[config.mk]
export PLATFORM = sky130hd
export DESIGN_NAME = mp_ctrl
export DESIGN_NICKNAME = d
export VERILOG_FILES = /design/src/rtl/mpc_pkg.sv /design/src/rtl/mpc_decode.sv /design/src/rtl/mpc_phase.sv /design/src/rtl/mpc_strobe.sv /design/src/rtl/mp_ctrl.sv
export SDC_FILE = /design/constraint.sdc
export NUM_CORES = 1
export LEC_CHECK = 0
export BUFFER_PORTS_ARGS = -buffer_cell sky130_fd_sc_hd__buf_2
export CAP_MARGIN = 20
export CELL_PAD_IN_SITES_DETAIL_PLACEMENT = 0
export CELL_PAD_IN_SITES_GLOBAL_PLACEMENT = 1
export CORE_MARGIN = 10
export CORE_UTILIZATION = 24
export DETAILED_ROUTE_END_ITERATION = 10
export GPL_TIMING_DRIVEN = 0
export PLACE_DENSITY_LB_ADDON = 0.12
export REMOVE_ABC_BUFFERS = 1
export SETUP_SLACK_MARGIN = 0.5
export SLEW_MARGIN = 40
export SYNTH_ARGS = -nofsm -noshare
export SYNTH_HDL_FRONTEND = slang
export SYNTH_SLANG_ARGS = --single-unit
[constraint.sdc]
create_clock -name clk -period 1.5 [get_ports clk]
set_clock_uncertainty 0.05 [all_clocks]
set_input_delay 0.3 -clock clk [delete_from_list [all_inputs] [get_ports clk]]
set_output_delay 0.3 -clock clk [all_outputs]
set_load 0.02 [all_outputs]
[src/rtl/mpc_pkg.sv]
package mpc_pkg;

  // Instruction round: one phase per clock.
  typedef enum logic [2:0] {
    PH_FETCH  = 3'd0,
    PH_DECODE = 3'd1,
    PH_EXEC   = 3'd2,
    PH_MEM    = 3'd3,
    PH_WB     = 3'd4
  } phase_t;

  localparam int unsigned NUM_PHASES = 5;

  // Behaviour class of the decoded instruction.
  typedef enum logic [2:0] {
    IC_NONE  = 3'd0,
    IC_REG   = 3'd1,
    IC_IMM   = 3'd2,
    IC_LOAD  = 3'd3,
    IC_STORE = 3'd4
  } iclass_t;

  // Major opcodes.
  localparam logic [7:0] OPV_REG   = 8'h00;
  localparam logic [7:0] OPV_ADDI  = 8'h08;
  localparam logic [7:0] OPV_ADDUI = 8'h09;
  localparam logic [7:0] OPV_SUBI  = 8'h0A;
  localparam logic [7:0] OPV_ANDI  = 8'h0C;
  localparam logic [7:0] OPV_LOAD  = 8'h23;
  localparam logic [7:0] OPV_STORE = 8'h2B;

  // Function codes under the register opcode.
  localparam logic [7:0] FNV_MUL  = 8'h0E;
  localparam logic [7:0] FNV_MULU = 8'h16;
  localparam logic [7:0] FNV_ADD  = 8'h20;
  localparam logic [7:0] FNV_ADDU = 8'h21;
  localparam logic [7:0] FNV_SUB  = 8'h22;
  localparam logic [7:0] FNV_SUBU = 8'h23;
  localparam logic [7:0] FNV_AND  = 8'h24;
  localparam logic [7:0] FNV_OR   = 8'h25;
  localparam logic [7:0] FNV_SLT  = 8'h2A;
  localparam logic [7:0] FNV_SLTU = 8'h2B;

  // ALU operation codes.
  localparam logic [7:0] AV_ADD = 8'h0;
  localparam logic [7:0] AV_SUB = 8'h1;
  localparam logic [7:0] AV_AND = 8'h2;
  localparam logic [7:0] AV_OR  = 8'h3;
  localparam logic [7:0] AV_SLT = 8'hB;
  localparam logic [7:0] AV_MUL = 8'hE;

endpackage

[src/rtl/mpc_decode.sv]
module mpc_decode
  import mpc_pkg::*;
#(
  parameter int unsigned OPC_W = 6,
  parameter int unsigned FN_W  = 6,
  parameter int unsigned ALU_W = 4
) (
  input  logic [OPC_W-1:0] opcode,
  input  logic [FN_W-1:0]  funct,
  output iclass_t          iclass,
  output logic [ALU_W-1:0] alu_op,
  output logic             alu_signed
);

  // Register-form sub-decode, only consulted under the register opcode.
  iclass_t          r_cls;
  logic [ALU_W-1:0] r_op;
  logic             r_sg;

  always_comb begin
    r_cls = IC_REG;
    r_op  = ALU_W'(AV_ADD);
    r_sg  = 1'b0;
    if      (funct == FN_W'(FNV_ADD))  begin r_op = ALU_W'(AV_ADD); r_sg = 1'b1; end
    else if (funct == FN_W'(FNV_ADDU)) begin r_op = ALU_W'(AV_ADD); r_sg = 1'b0; end
    else if (funct == FN_W'(FNV_SUB))  begin r_op = ALU_W'(AV_SUB); r_sg = 1'b1; end
    else if (funct == FN_W'(FNV_SUBU)) begin r_op = ALU_W'(AV_SUB); r_sg = 1'b0; end
    else if (funct == FN_W'(FNV_AND))  begin r_op = ALU_W'(AV_AND); r_sg = 1'b0; end
    else if (funct == FN_W'(FNV_OR))   begin r_op = ALU_W'(AV_OR);  r_sg = 1'b0; end
    else if (funct == FN_W'(FNV_SLT))  begin r_op = ALU_W'(AV_SLT); r_sg = 1'b1; end
    else if (funct == FN_W'(FNV_SLTU)) begin r_op = ALU_W'(AV_SLT); r_sg = 1'b0; end
    else if (funct == FN_W'(FNV_MUL))  begin r_op = ALU_W'(AV_MUL); r_sg = 1'b1; end
    else if (funct == FN_W'(FNV_MULU)) begin r_op = ALU_W'(AV_MUL); r_sg = 1'b0; end
    else                               begin r_cls = IC_NONE; end
  end

  // Major opcode decode.
  always_comb begin
    iclass     = IC_NONE;
    alu_op     = ALU_W'(AV_ADD);
    alu_signed = 1'b0;
    if (opcode == OPC_W'(OPV_REG)) begin
      iclass     = r_cls;
      alu_op     = r_op;
      alu_signed = r_sg;
    end else if (opcode == OPC_W'(OPV_ADDI)) begin
      iclass = IC_IMM;  alu_op = ALU_W'(AV_ADD); alu_signed = 1'b1;
    end else if (opcode == OPC_W'(OPV_ADDUI)) begin
      iclass = IC_IMM;  alu_op = ALU_W'(AV_ADD); alu_signed = 1'b0;
    end else if (opcode == OPC_W'(OPV_SUBI)) begin
      iclass = IC_IMM;  alu_op = ALU_W'(AV_SUB); alu_signed = 1'b1;
    end else if (opcode == OPC_W'(OPV_ANDI)) begin
      iclass = IC_IMM;  alu_op = ALU_W'(AV_AND); alu_signed = 1'b0;
    end else if (opcode == OPC_W'(OPV_LOAD)) begin
      iclass = IC_LOAD; alu_op = ALU_W'(AV_ADD); alu_signed = 1'b0;
    end else if (opcode == OPC_W'(OPV_STORE)) begin
      iclass = IC_STORE; alu_op = ALU_W'(AV_ADD); alu_signed = 1'b0;
    end
  end

endmodule

[src/rtl/mpc_phase.sv]
module mpc_phase
  import mpc_pkg::*;
(
  input  logic   clk,
  input  logic   rst_n,
  output phase_t phase
);

  phase_t phase_q;
  phase_t phase_d;

  always_comb begin
    unique case (phase_q)
      PH_FETCH:  phase_d = PH_DECODE;
      PH_DECODE: phase_d = PH_EXEC;
      PH_EXEC:   phase_d = PH_MEM;
      PH_MEM:    phase_d = PH_WB;
      default:   phase_d = PH_FETCH;
    endcase
  end

  always_ff @(posedge clk or negedge rst_n) begin
    if (!rst_n) phase_q <= PH_FETCH;
    else        phase_q <= phase_d;
  end

  assign phase = phase_q;

endmodule

[src/rtl/mpc_strobe.sv]
module mpc_strobe
  import mpc_pkg::*;
(
  input  phase_t  phase,
  input  iclass_t iclass,
  output logic    ir_load,
  output logic    pc_load,
  output logic    opa_load,
  output logic    opb_load,
  output logic    alu_out_load,
  output logic    cond_load,
  output logic    mdr_load,
  output logic    alu_b_sel,
  output logic    wb_idx_sel,
  output logic    wb_data_sel,
  output logic    dmem_we,
  output logic    rf_we
);

  logic writes_reg;
  logic uses_imm;

  always_comb begin
    writes_reg = (iclass == IC_REG) || (iclass == IC_IMM) || (iclass == IC_LOAD);
    uses_imm   = (iclass == IC_IMM) || (iclass == IC_LOAD) || (iclass == IC_STORE);
  end

  always_comb begin
    ir_load      = 1'b0;
    pc_load      = 1'b0;
    opa_load     = 1'b0;
    opb_load     = 1'b0;
    alu_out_load = 1'b0;
    cond_load    = 1'b0;
    mdr_load     = 1'b0;
    dmem_we      = 1'b0;
    rf_we        = 1'b0;
    unique case (phase)
      PH_FETCH: begin
        ir_load = 1'b1;
        pc_load = 1'b1;
      end
      PH_DECODE: begin
        opa_load = 1'b1;
        opb_load = 1'b1;
      end
      PH_EXEC: begin
        alu_out_load = 1'b1;
        cond_load    = 1'b1;
      end
      PH_MEM: begin
        mdr_load = (iclass == IC_LOAD);
        dmem_we  = (iclass == IC_STORE);
      end
      default: begin
        rf_we = writes_reg;
      end
    endcase
  end

  // Selects follow the decoded class; the phase strobes decide when they matter.
  always_comb begin
    alu_b_sel   = uses_imm;
    wb_idx_sel  = (iclass == IC_REG);
    wb_data_sel = (iclass == IC_LOAD);
  end

endmodule

[src/rtl/mp_ctrl.sv]
module mp_ctrl
  import mpc_pkg::*;
#(
  parameter int unsigned OPC_W = 6,
  parameter int unsigned FN_W  = 6,
  parameter int unsigned ALU_W = 4
) (
  input  logic             clk,
  input  logic             rst_n,
  input  logic [OPC_W-1:0] opcode,
  input  logic [FN_W-1:0]  funct,
  output logic             ir_load,
  output logic             pc_load,
  output logic             opa_load,
  output logic             opb_load,
  output logic             alu_out_load,
  output logic             cond_load,
  output logic             mdr_load,
  output logic             alu_b_sel,
  output logic             wb_idx_sel,
  output logic             wb_data_sel,
  output logic             dmem_we,
  output logic             rf_we,
  output logic [ALU_W-1:0] alu_op,
  output logic             alu_signed
);

  phase_t  phase;
  iclass_t iclass;

  mpc_phase u_phase (
    .clk   (clk),
    .rst_n (rst_n),
    .phase (phase)
  );

  mpc_decode #(
    .OPC_W (OPC_W),
    .FN_W  (FN_W),
    .ALU_W (ALU_W)
  ) u_decode (
    .opcode     (opcode),
    .funct      (funct),
    .iclass     (iclass),
    .alu_op     (alu_op),
    .alu_signed (alu_signed)
  );

  mpc_strobe u_strobe (
    .phase        (phase),
    .iclass       (iclass),
    .ir_load      (ir_load),
    .pc_load      (pc_load),
    .opa_load     (opa_load),
    .opb_load     (opb_load),
    .alu_out_load (alu_out_load),
    .cond_load    (cond_load),
    .mdr_load     (mdr_load),
    .alu_b_sel    (alu_b_sel),
    .wb_idx_sel   (wb_idx_sel),
    .wb_data_sel  (wb_data_sel),
    .dmem_we      (dmem_we),
    .rf_we        (rf_we)
  );

endmodule

; ---- Word level (Yosys, flattened, before mapping)
; Cells that the tools add are included.
[totals]
elab_cells = 83
reg_bits = 3
output_inout_bits = 17
in_bits = 14
[op_classes]
muxes = 52
eq_ne = 23
reduce_logical = 7
[ops]
columns = cell, n
row1 = $eq A6 B6 Y1 const B, 10
row2 = $mux W4, 14
row3 = $mux W3, 16
row4 = $eq A6 B4 Y1 const B, 5
row5 = $mux W1, 20
row6 = $eq A3 B2 Y1 const B, 4
row7 = $pmux W3 S4, 1
row8 = $eq A3 B1 Y1 const B, 2
row9 = $eq A6 B5 Y1 const B, 1
row10 = $logic_not A6 Y1, 1
row11 = $logic_or A1 B1 Y1, 4
row12 = $reduce_or A4 Y1, 1
row13 = $eq A3 B3 Y1 const B, 1
row14 = $logic_not A3 Y1, 1
row15 = $mux W2, 1

; ---- Logic depth before layout (Yosys ltp)
; Gate-level depths: netlist (run 1).
[logic_depth]
depth_word = 16
depth_mapped = 5
ltp_nobuf = 4

; ---- Modules after synthesis
; Synthesis (run 1) repeated with hierarchy kept, for this count alone.
[hier_totals]
hier_cells = 70
area_unflattened_um2 = 510.5
[by_module_without_submodules]
columns = module, instances, seq_area_each_um2, cells_per_inst, area_per_inst_um2
row1 = mpc_decode, 1, 0.0, 46, 301.5
row2 = mpc_strobe, 1, 0.0, 16, 110.1
row3 = mpc_phase, 1, 75.1, 8, 98.8

; ---- Worst setup path before layout (run 1)
; Ideal clock, no wire load.
[synth_timing]
kind = input to output
startpoint = input opcode[3]
endpoint = output rf_we
arrival_time_ps = 1545
path_buffers = 0
t_required_ps = 1150
setup_slack_ps = -395
cell_stages = 4
cell_sequence = or3_1 -> nor2_1 -> o311ai_0 -> nor2_1
[synth_between]
elab_cells_between_ends = 20
cone_classes = eq/ne: 9 / mux: 8 / reduce/logical: 3
[synth_rtl]
columns = item, line_no
row1 = "start, declared", mp_ctrl.sv:10  ; input logic [OPC_W-1:0] opcode,
row2 = $eq A6 B6 Y1, mpc_decode.sv:56  ; end else if (opcode == OPC_W'(OPV_STORE)) begin
row3 = $mux W3, mpc_decode.sv:56
row4 = $mux W3, mpc_decode.sv:54  ; end else if (opcode == OPC_W'(OPV_LOAD)) begin
row5 = $mux W3, mpc_decode.sv:52  ; end else if (opcode == OPC_W'(OPV_ANDI)) begin
row6 = $mux W3, mpc_decode.sv:50  ; end else if (opcode == OPC_W'(OPV_SUBI)) begin
row7 = $mux W3, mpc_decode.sv:48  ; end else if (opcode == OPC_W'(OPV_ADDUI)) begin
row8 = $mux W3, mpc_decode.sv:46  ; end else if (opcode == OPC_W'(OPV_ADDI)) begin
row9 = $mux W3 *, mpc_decode.sv:42  ; if (opcode == OPC_W'(OPV_REG)) begin
row10 = $eq A3 B2 Y1 *, -
row11 = named net wb_data_sel, mp_ctrl.sv:21  ; output logic wb_data_sel,
row12 = $logic_or A1 B1 Y1 *, mpc_strobe.sv:24  ; writes_reg = (iclass == IC_REG) || (iclass == IC_IMM) || (iclass == IC_LOAD);
row13 = $mux W1 *, mpc_strobe.sv:38  ; unique case (phase)
row14 = "end, declared", mp_ctrl.sv:23  ; output logic rf_we,
; The timed path passes the listed nets; every way through them passes the cells marked *.

; ---- Worst setup path in the final report (run 1)
[layout_timing]
startpoint = input funct[4]
endpoint = output wb_idx_sel
[layout_between]
elab_chain_len = 13
elab_cells_between_ends = 22
cone_classes = eq/ne: 11 / mux: 11
[layout_lines]
columns = item, line_no
row1 = "start, declared", mp_ctrl.sv:11  ; input logic [FN_W-1:0] funct,
row2 = $eq A6 B5 Y1, mpc_decode.sv:33  ; else if (funct == FN_W'(FNV_MULU)) begin r_op = ALU_W'(AV_MUL); r_sg = 1'b0; end
row3 = $mux W1, mpc_decode.sv:33
row4 = $mux W3, mpc_decode.sv:32  ; else if (funct == FN_W'(FNV_MUL)) begin r_op = ALU_W'(AV_MUL); r_sg = 1'b1; end
row5 = $mux W3, mpc_decode.sv:31  ; else if (funct == FN_W'(FNV_SLTU)) begin r_op = ALU_W'(AV_SLT); r_sg = 1'b0; end
row6 = $mux W3, mpc_decode.sv:30  ; else if (funct == FN_W'(FNV_SLT)) begin r_op = ALU_W'(AV_SLT); r_sg = 1'b1; end
row7 = $mux W3, mpc_decode.sv:29  ; else if (funct == FN_W'(FNV_OR)) begin r_op = ALU_W'(AV_OR); r_sg = 1'b0; end
row8 = $mux W3, mpc_decode.sv:28  ; else if (funct == FN_W'(FNV_AND)) begin r_op = ALU_W'(AV_AND); r_sg = 1'b0; end
row9 = $mux W3, mpc_decode.sv:27  ; else if (funct == FN_W'(FNV_SUBU)) begin r_op = ALU_W'(AV_SUB); r_sg = 1'b0; end
row10 = $mux W3, mpc_decode.sv:26  ; else if (funct == FN_W'(FNV_SUB)) begin r_op = ALU_W'(AV_SUB); r_sg = 1'b1; end
row11 = $mux W3, mpc_decode.sv:25  ; else if (funct == FN_W'(FNV_ADDU)) begin r_op = ALU_W'(AV_ADD); r_sg = 1'b0; end
row12 = $mux W3 *, mpc_decode.sv:24  ; if (funct == FN_W'(FNV_ADD)) begin r_op = ALU_W'(AV_ADD); r_sg = 1'b1; end
row13 = $mux W3 *, mpc_decode.sv:42
row14 = $eq A3 B1 Y1 *, mpc_strobe.sv:64  ; wb_idx_sel = (iclass == IC_REG);
row15 = "end, declared", mp_ctrl.sv:20  ; output logic wb_idx_sel,
; Mark *: on every way between the ends. The rest lies on a longest branch, timed or not.

==> reports/qor.txt, run 1 <==
result of the run - finished, violations left
failing checks - setup timing
Final Max Slew Viols - 0
input/output buffers - 30
CTS sink count - 3
mean area per synthesized cell - 7.428 µm²
flip-flop and latch area - 77.57 µm²
final hold violation count - 0
RSZ-0062 raised after global routing - yes
non-filler cells, final - 128
number of maximum-capacitance constraint violations - 0
estimated wirelength of the detail-placed design - 1299 µm
relative slew slack - 76.75%
overall die width - 64.16 µm
Period Utilization, post-route - 124.1%
share of the synthesized area in the top cell type - 16.04%
Initial DRC Count - 20
RePlAce Congestion - 0.6837
initial antenna violation count - 0
later-pin clock latency in the skew report - 240 ps
drt pass-1 iters - 4
Boundary Pins - 31
cell-internal power - 0.2620 mW
fraction of synthesis flops using an asynchronous set or reset pin - 100.0%
Util after Layout - 57.68%
synth-to-layout area growth - 119.8%
Required @ worst endpoint - 1150 ps
Final nets - 118
RR Endpoint - u_phase.phase[1]
overall power after layout - 0.3735 mW
Crit. End Element - output pin
largest fanout of any net on the critical path - 2
initial core utilization - 26.25%
category of the most critical setup path - in -> out
Pwr Density - 363.1 nW/µm²
synthesized cell area - 467.9 µm²
number of endpoints failing setup at the final stage - 11
hold crit path type - in -> async
number of distinct library cells after synthesis - 35
number of antenna diodes - 0
number of enable flip-flop cells after synthesis - 0
ratio of cells with drive above 1 in the final layout - 67.96%
Startpoint Class - primary input
Post-Route Hold Slack - 336.0 ps
clock root buffer - sky130_fd_sc_hd__clkbuf_4
data arrival at the endpoint of the critical path - 1510 ps
Max stage delay on crit path - 510 ps
Longest Clk Path Bufs - 2
leakage power figure - 0.4490 nW
transition time at the pin with the least slew margin - 345.6 ps
switching portion of total power - 29.84%
total global routing overflow - 0
slack of the worst reg-to-reg path - 390 ps
row count - 15
RR Startpoint - u_phase.phase[2]
Detail Route Antenna Nets - 0
Reg2Reg Depth - 4
Worst IR Drop VDD - 0.2222 mV
leading register cell type out of synthesis - sky130_fd_sc_hd__dfrtp_1
relative contribution of the clock network to total power - 38.1%
pin count of the biggest net entering global routing - 8
cell count after synthesis - 63
wire length of the first global-routing pass - 3111 µm
leading cell types by total area after synthesis - sky130_fd_sc_hd__dfrtp_1 16%, sky130_fd_sc_hd__nor2_1 8.0%, sky130_fd_sc_hd__nor3_1 5.3%
cell type contributing the most total cell area after synthesis - sky130_fd_sc_hd__dfrtp_1
number of vias after detailed routing - 631
maximum operating frequency - 537.0 MHz
relative contribution of combinational cells to total power - 40.1%
cts bufs inserted - 3
Yosys warning total - 0
proportion of synthesized chip area in sequential cells - 16.04%
slowest cell on the critical path - sky130_fd_sc_hd__or4b_4
die span in y - 64.16 µm
clock-pin slew on the worst setup and hold paths - 40 ps
Total Die Area - 4116 µm²
detailed-route wire length per cell - 14.68 µm
register share of total power - 21.8%
core box area - 1783 µm²
Setup TNS - -1810 ps
area of the multi-input gates - 496.7 µm²
Cells after DPL - 114
total wire length - 1879 µm
number of inserted filler cells in the final layout - 156
vias in the first global route - 680
CTS tree - yes
power dissipated by switching net loads - 0.1114 mW
smallest setup slack after layout - -362.2 ps
total routing resource utilization after global routing - 9.085%
critical path cell sequence - buf_8 > or4b_4 > and3_4 > o211a_1 > nor3_2 > buf_4
max reg flops - 3
total of flip-flops plus latches after synthesis - 3
Remaining DRCs - 0
Final Critical Period - 1862 ps
vias per std cell - 4.930
level count of the clock H-tree - 1
## critical path: cells and delay by family
family | cells | cell delay [ps]
buf+inv | 2 | 250
compound gates | 1 | 150
simple gates | 3 | 810
## Yosys cell counts (2+ instances only)
library cell / n
sky130_fd_sc_hd__dfrtp_1: 3
sky130_fd_sc_hd__a21o_1: 2
sky130_fd_sc_hd__nor2_1: 10
sky130_fd_sc_hd__a31o_2: 2
sky130_fd_sc_hd__nor3_1: 5
sky130_fd_sc_hd__buf_4: 3
sky130_fd_sc_hd__nor3b_1: 2
sky130_fd_sc_hd__nand3_1: 2
sky130_fd_sc_hd__a21oi_1: 2
sky130_fd_sc_hd__o21ai_0: 2
sky130_fd_sc_hd__inv_1: 2
sky130_fd_sc_hd__nand2b_1: 3
sky130_fd_sc_hd__and2_1: 2
sky130_fd_sc_hd__nand2_1: 2
## worst max-delay path by stage
stage	from	endpoint	cells after the start
2_1_floorplan	opcode[3]	rf_we	4
3_3_place_gp	funct[4]	wb_idx_sel	6
3_5_place_dp	funct[4]	wb_idx_sel	6
4_1_cts	funct[4]	wb_idx_sel	6
5_1_grt	funct[4]	wb_idx_sel	6
6_report	funct[4]	wb_idx_sel	6
## layout by cell type, fill, tap and decap left out, types with 2 or more instances in the layout
master / netlist / routed
sky130_fd_sc_hd__nor3_4: 0 / 3
sky130_fd_sc_hd__buf_8: 0 / 5
sky130_fd_sc_hd__a21oi_1: 2 / 2
sky130_fd_sc_hd__nor2_1: 10 / 6
sky130_fd_sc_hd__buf_2: 0 / 6
sky130_fd_sc_hd__a31o_2: 2 / 2
sky130_fd_sc_hd__a21o_1: 2 / 2
sky130_fd_sc_hd__clkbuf_4: 0 / 4
sky130_fd_sc_hd__dfrtp_2: 0 / 2
sky130_fd_sc_hd__o21ai_0: 2 / 2
sky130_fd_sc_hd__nand2b_1: 3 / 2
sky130_fd_sc_hd__buf_4: 3 / 10
sky130_fd_sc_hd__nand3_1: 2 / 2
sky130_fd_sc_hd__buf_6: 1 / 17
sky130_fd_sc_hd__nor3_2: 1 / 2
sky130_fd_sc_hd__nor2_4: 0 / 3
## routing by layer
layer  GRT usage (%)  vias up  share of wire, %
met5               0        -                 0
met4           3.209        0              0.90
met3           4.181        3               7.7
met2           16.79       15                58
met1           8.636      297                33
li1                -      316                 -
## power groups by stage
stage	clock network, mW	logic, mW	registers [mW]
floorplan	0	0.0410	0.0824
global placement	0	0.0864	0.0824
detailed placement	0	0.0858	0.0824
CTS	0.149	0.120	0.0814
global route	0.158	0.162	0.0813
finish	0.142	0.150	0.0814
## per-stage QoR
stage	worst slack, ps	area [µm²]
after global placement	-438.3	615.6
after CTS	-362.0	888.4
after global routing	-418.8	1028
final	-362.2	1028
after floorplan	-394.7	434.2
after detailed placement	-426.7	615.6
## cell families (layout without fill, tap and decap cells)
logic type	after synthesis	after routing	share of synthesized area [%]
buf+inv	6	46	8.824
flops	3	3	16.04
simple gates	40	40	52.41
fa+ha+maj	1	1	2.139
compound gates	12	12	18.72
xor+xnor	1	1	1.872
## final cells by class
class	count	area share, %
multi-input combinational	54	48.30
timing repair buffer	40	37.83
sequential	3	7.543
tap	25	3.041
clock buffer	4	2.555
inverter	2	0.7299
## timing repair
action                     in CTS  in global routing
hold endpoints to repair        3                  0
hold buffers                    1                  0
pin swaps                      15                 10
setup endpoints to repair      18                 19
setup buffers                   7                  2
gates resized for setup        51                 38
Note: power is estimated with default switching activity, not from simulation.
==> run 2, diff against run 1 <==
--- a/config.mk
+++ b/config.mk
@@ -10,9 +10,8 @@
 export CELL_PAD_IN_SITES_DETAIL_PLACEMENT = 0
 export CELL_PAD_IN_SITES_GLOBAL_PLACEMENT = 1
 export CORE_MARGIN = 10
-export CORE_UTILIZATION = 24
+export CORE_UTILIZATION = 26
 export DETAILED_ROUTE_END_ITERATION = 10
-export GPL_TIMING_DRIVEN = 0
 export PLACE_DENSITY_LB_ADDON = 0.12
 export REMOVE_ABC_BUFFERS = 1
 export SETUP_SLACK_MARGIN = 0.5
==> constraint.sdc (replaced) <==
create_clock -name clk -period 2 [get_ports clk]
set_clock_uncertainty 0.05 [all_clocks]
set_input_delay 0.4 -clock clk [delete_from_list [all_inputs] [get_ports clk]]
set_output_delay 0.4 -clock clk [all_outputs]
set_load 0.02 [all_outputs]
==> reports/qor.txt, run 2 (synthesized netlist as in run 1, its figures left out) <==
die span in y - 62.43 µm (-2.7%)
row count - 15 (unchanged)
wire length of the first global-routing pass - 3436 µm (+10%)
pin count of the biggest net entering global routing - 8 (unchanged)
Final Max Slew Viols - 0 (unchanged)
hold crit path type - in -> async
result of the run - finished, violations left
synth-to-layout area growth - 140.9%
Detail Route Antenna Nets - 0 (unchanged)
data arrival at the endpoint of the critical path - 1590 ps (+80 ps)
transition time at the pin with the least slew margin - 318.0 ps (-27.59 ps)
number of endpoints failing setup at the final stage - 2 (-9)
commonest cells after routing, fill and taps aside - 21 x sky130_fd_sc_hd__buf_6, 19 x sky130_fd_sc_hd__buf_4, 6 x sky130_fd_sc_hd__nor2_1
vias in the first global route - 751 (+10%)
later-pin clock latency in the skew report - 230 ps (about the same)
CTS tree - yes
Max stage delay on crit path - 520 ps (about the same)
core box area - 1708 µm² (-4.2%)
initial core utilization - 27.40% (+1.2 points)
fin area - 1127 µm² (+9.6%)
RePlAce Congestion - 0.7199 (+5.3%)
category of cells accounting for the largest share of critical-path delay - simple AND/OR/NAND/NOR gates
overall die width - 62.43 µm (-2.7%)
number of vias after detailed routing - 658 (+4.3%)
smallest setup slack after layout - -40.88 ps (+321.3 ps)
Final nets - 127 (+7.6%)
number of maximum-capacitance constraint violations - 0 (unchanged)
Period Utilization, post-route - 102.0%
vias per std cell - 4.803 (-2.6%)
total routing resource utilization after global routing - 10.33% (+1.2 points)
critical path depth in cells - 6 (unchanged)
RSZ-0062 raised after global routing - yes
max reg flops - 3 (unchanged)
Boundary Pins - 31 (unchanged)
GR Util met1 - 10.70% (+2.1 points)
total global routing overflow - 0 (unchanged)
Longest Clk Path Bufs - 2 (unchanged)
buffer and inverter count on the worst path - 2 (unchanged)
total wire length - 1983 µm (+5.5%)
Final Critical Period - 2041 ps
most utilized layer in the global route result - met2
level count of the clock H-tree - 1 (unchanged)
initial antenna violation count - 0 (unchanged)
Crit. End Element - output pin
failing checks - setup timing
Total Die Area - 3897 µm² (-5.3%)
met2 usage in global routing - 19.62% (+2.8 points)
input/output buffers - 30 (unchanged)
category of the most critical setup path - in -> out
number of antenna diodes - 0 (unchanged)
ratio of cells with drive above 1 in the final layout - 74.11% (+6.1 points)
met3 global-route usage - 1.971% (-2.2 points)
Worst IR Drop VDD - 0.1262 mV (-43%)
Required @ worst endpoint - 1550 ps (+400 ps)
most common cell after layout, fill and taps aside - sky130_fd_sc_hd__buf_6
Remaining DRCs - 0 (unchanged)
CTS sink count - 3 (unchanged)
Pwr Density - 259.8 nW/µm² (-28%)
Post-Route Hold Slack - 440.0 ps (+104.0 ps)
number of inserted filler cells in the final layout - 144 (-7.7%)
clock root buffer - sky130_fd_sc_hd__clkbuf_4
estimated wirelength of the detail-placed design - 1370 µm (+5.4%)
Initial DRC Count - 10 (-50%)
detailed-route wire length per cell - 14.47 µm (-1.4%)
relative slew slack - 78.53% (+1.8 points)
clock-pin slew on the worst setup and hold paths - 40 ps (about the same)
cell area after placement - 698.2 µm² (+13%)
leakage power figure - 0.5174 nW (+15%)
Reg2Reg Depth - 4 (unchanged)
final hold violation count - 0 (unchanged)
Startpoint Class - primary input
largest fanout of any net on the critical path - 2 (unchanged)
maximum operating frequency - 490.0 MHz
critical path cell sequence - buf_6 > or4b_4 > and3_4 > o211a_1 > nor3_2 > buf_4
drt pass-1 iters - 3 (-1)
cts bufs inserted - 3 (unchanged)
slowest cell on the critical path - sky130_fd_sc_hd__or4b_4
-- run 2: area by class of cell --
class | instances | area (µm²) | share of cell area, %
clock buffer | 4 | 26.28 | 2.331
multi-input combinational | 54 | 515.5 | 45.73
inverter | 2 | 7.507 | 0.6659
sequential | 3 | 77.57 | 6.881
tap | 25 | 31.28 | 2.775
timing repair buffer | 49 | 469.2 | 41.62
-- run 2: path summary, 6_finish.rpt --
kind / from / slack, ps / to
max: funct[3] / -40 / wb_idx_sel
min: rst_n / 440 / u_phase.phase[1]
max reg2reg: u_phase.phase[2] / 790 / u_phase.phase[1]
min reg2reg: u_phase.phase[0] / 670 / u_phase.phase[2]
max in group asynchronous: rst_n / 1340 / u_phase.phase[0]
min in group clk: u_phase.phase[0] / 670 / u_phase.phase[2]
-- run 2: repair_timing --
action | in CTS | in global routing
pin swaps | 16 | 8
hold buffers | 1 | 0
setup buffers | 7 | 0
resized for setup | 63 | 29
setup endpoints to repair | 17 | 17
hold endpoints to repair | 3 | 0
-- run 2: stage by stage --
step	utilization, %	power (mW)	setup slack (ps)	std cells	TNS [ps]
after global routing	66.01	0.3175	-66.44	137	-155.2
after global placement	40.88	0.1390	-101.9	125	-209.0
after floorplan	-	0.09256	-94.67	59	-125.3
final	66.01	0.2928	-40.88	137	-51.17
after detailed placement	40.88	0.1397	-116.2	125	-227.1
after CTS	59.71	0.2716	-47.82	137	-64.13
-- run 2: layer usage --
metal / routed length [µm] / part of all wire, % / up-vias
met5: 0 / 0 / -
li1: - / - / 336
met1: 787 / 40 / 305
met2: 1114 / 56 / 17
met4: 0 / 0 / 0
met3: 81 / 4.1 / 0
-- run 2: worst register-to-register path, cell delays in order (launching register included) --
cell	delay (ps)
sky130_fd_sc_hd__dfrtp_1	410
sky130_fd_sc_hd__buf_6	130
sky130_fd_sc_hd__nor2_4	30
sky130_fd_sc_hd__and2_4	170
sky130_fd_sc_hd__or2_2	300
-- run 2: power breakdown --
| part | leakage [nW] | total (mW) | internal, mW | switching [mW] |
|---|---|---|---|---|
| sequential | 0.0339 | 0.0610 | 0.0610 | 0 |
| clock | 0.0150 | 0.107 | 0.0748 | 0.0318 |
| combinational | 0.469 | 0.125 | 0.0702 | 0.0551 |
| total | 0.517 | 0.293 | 0.206 | 0.0869 |
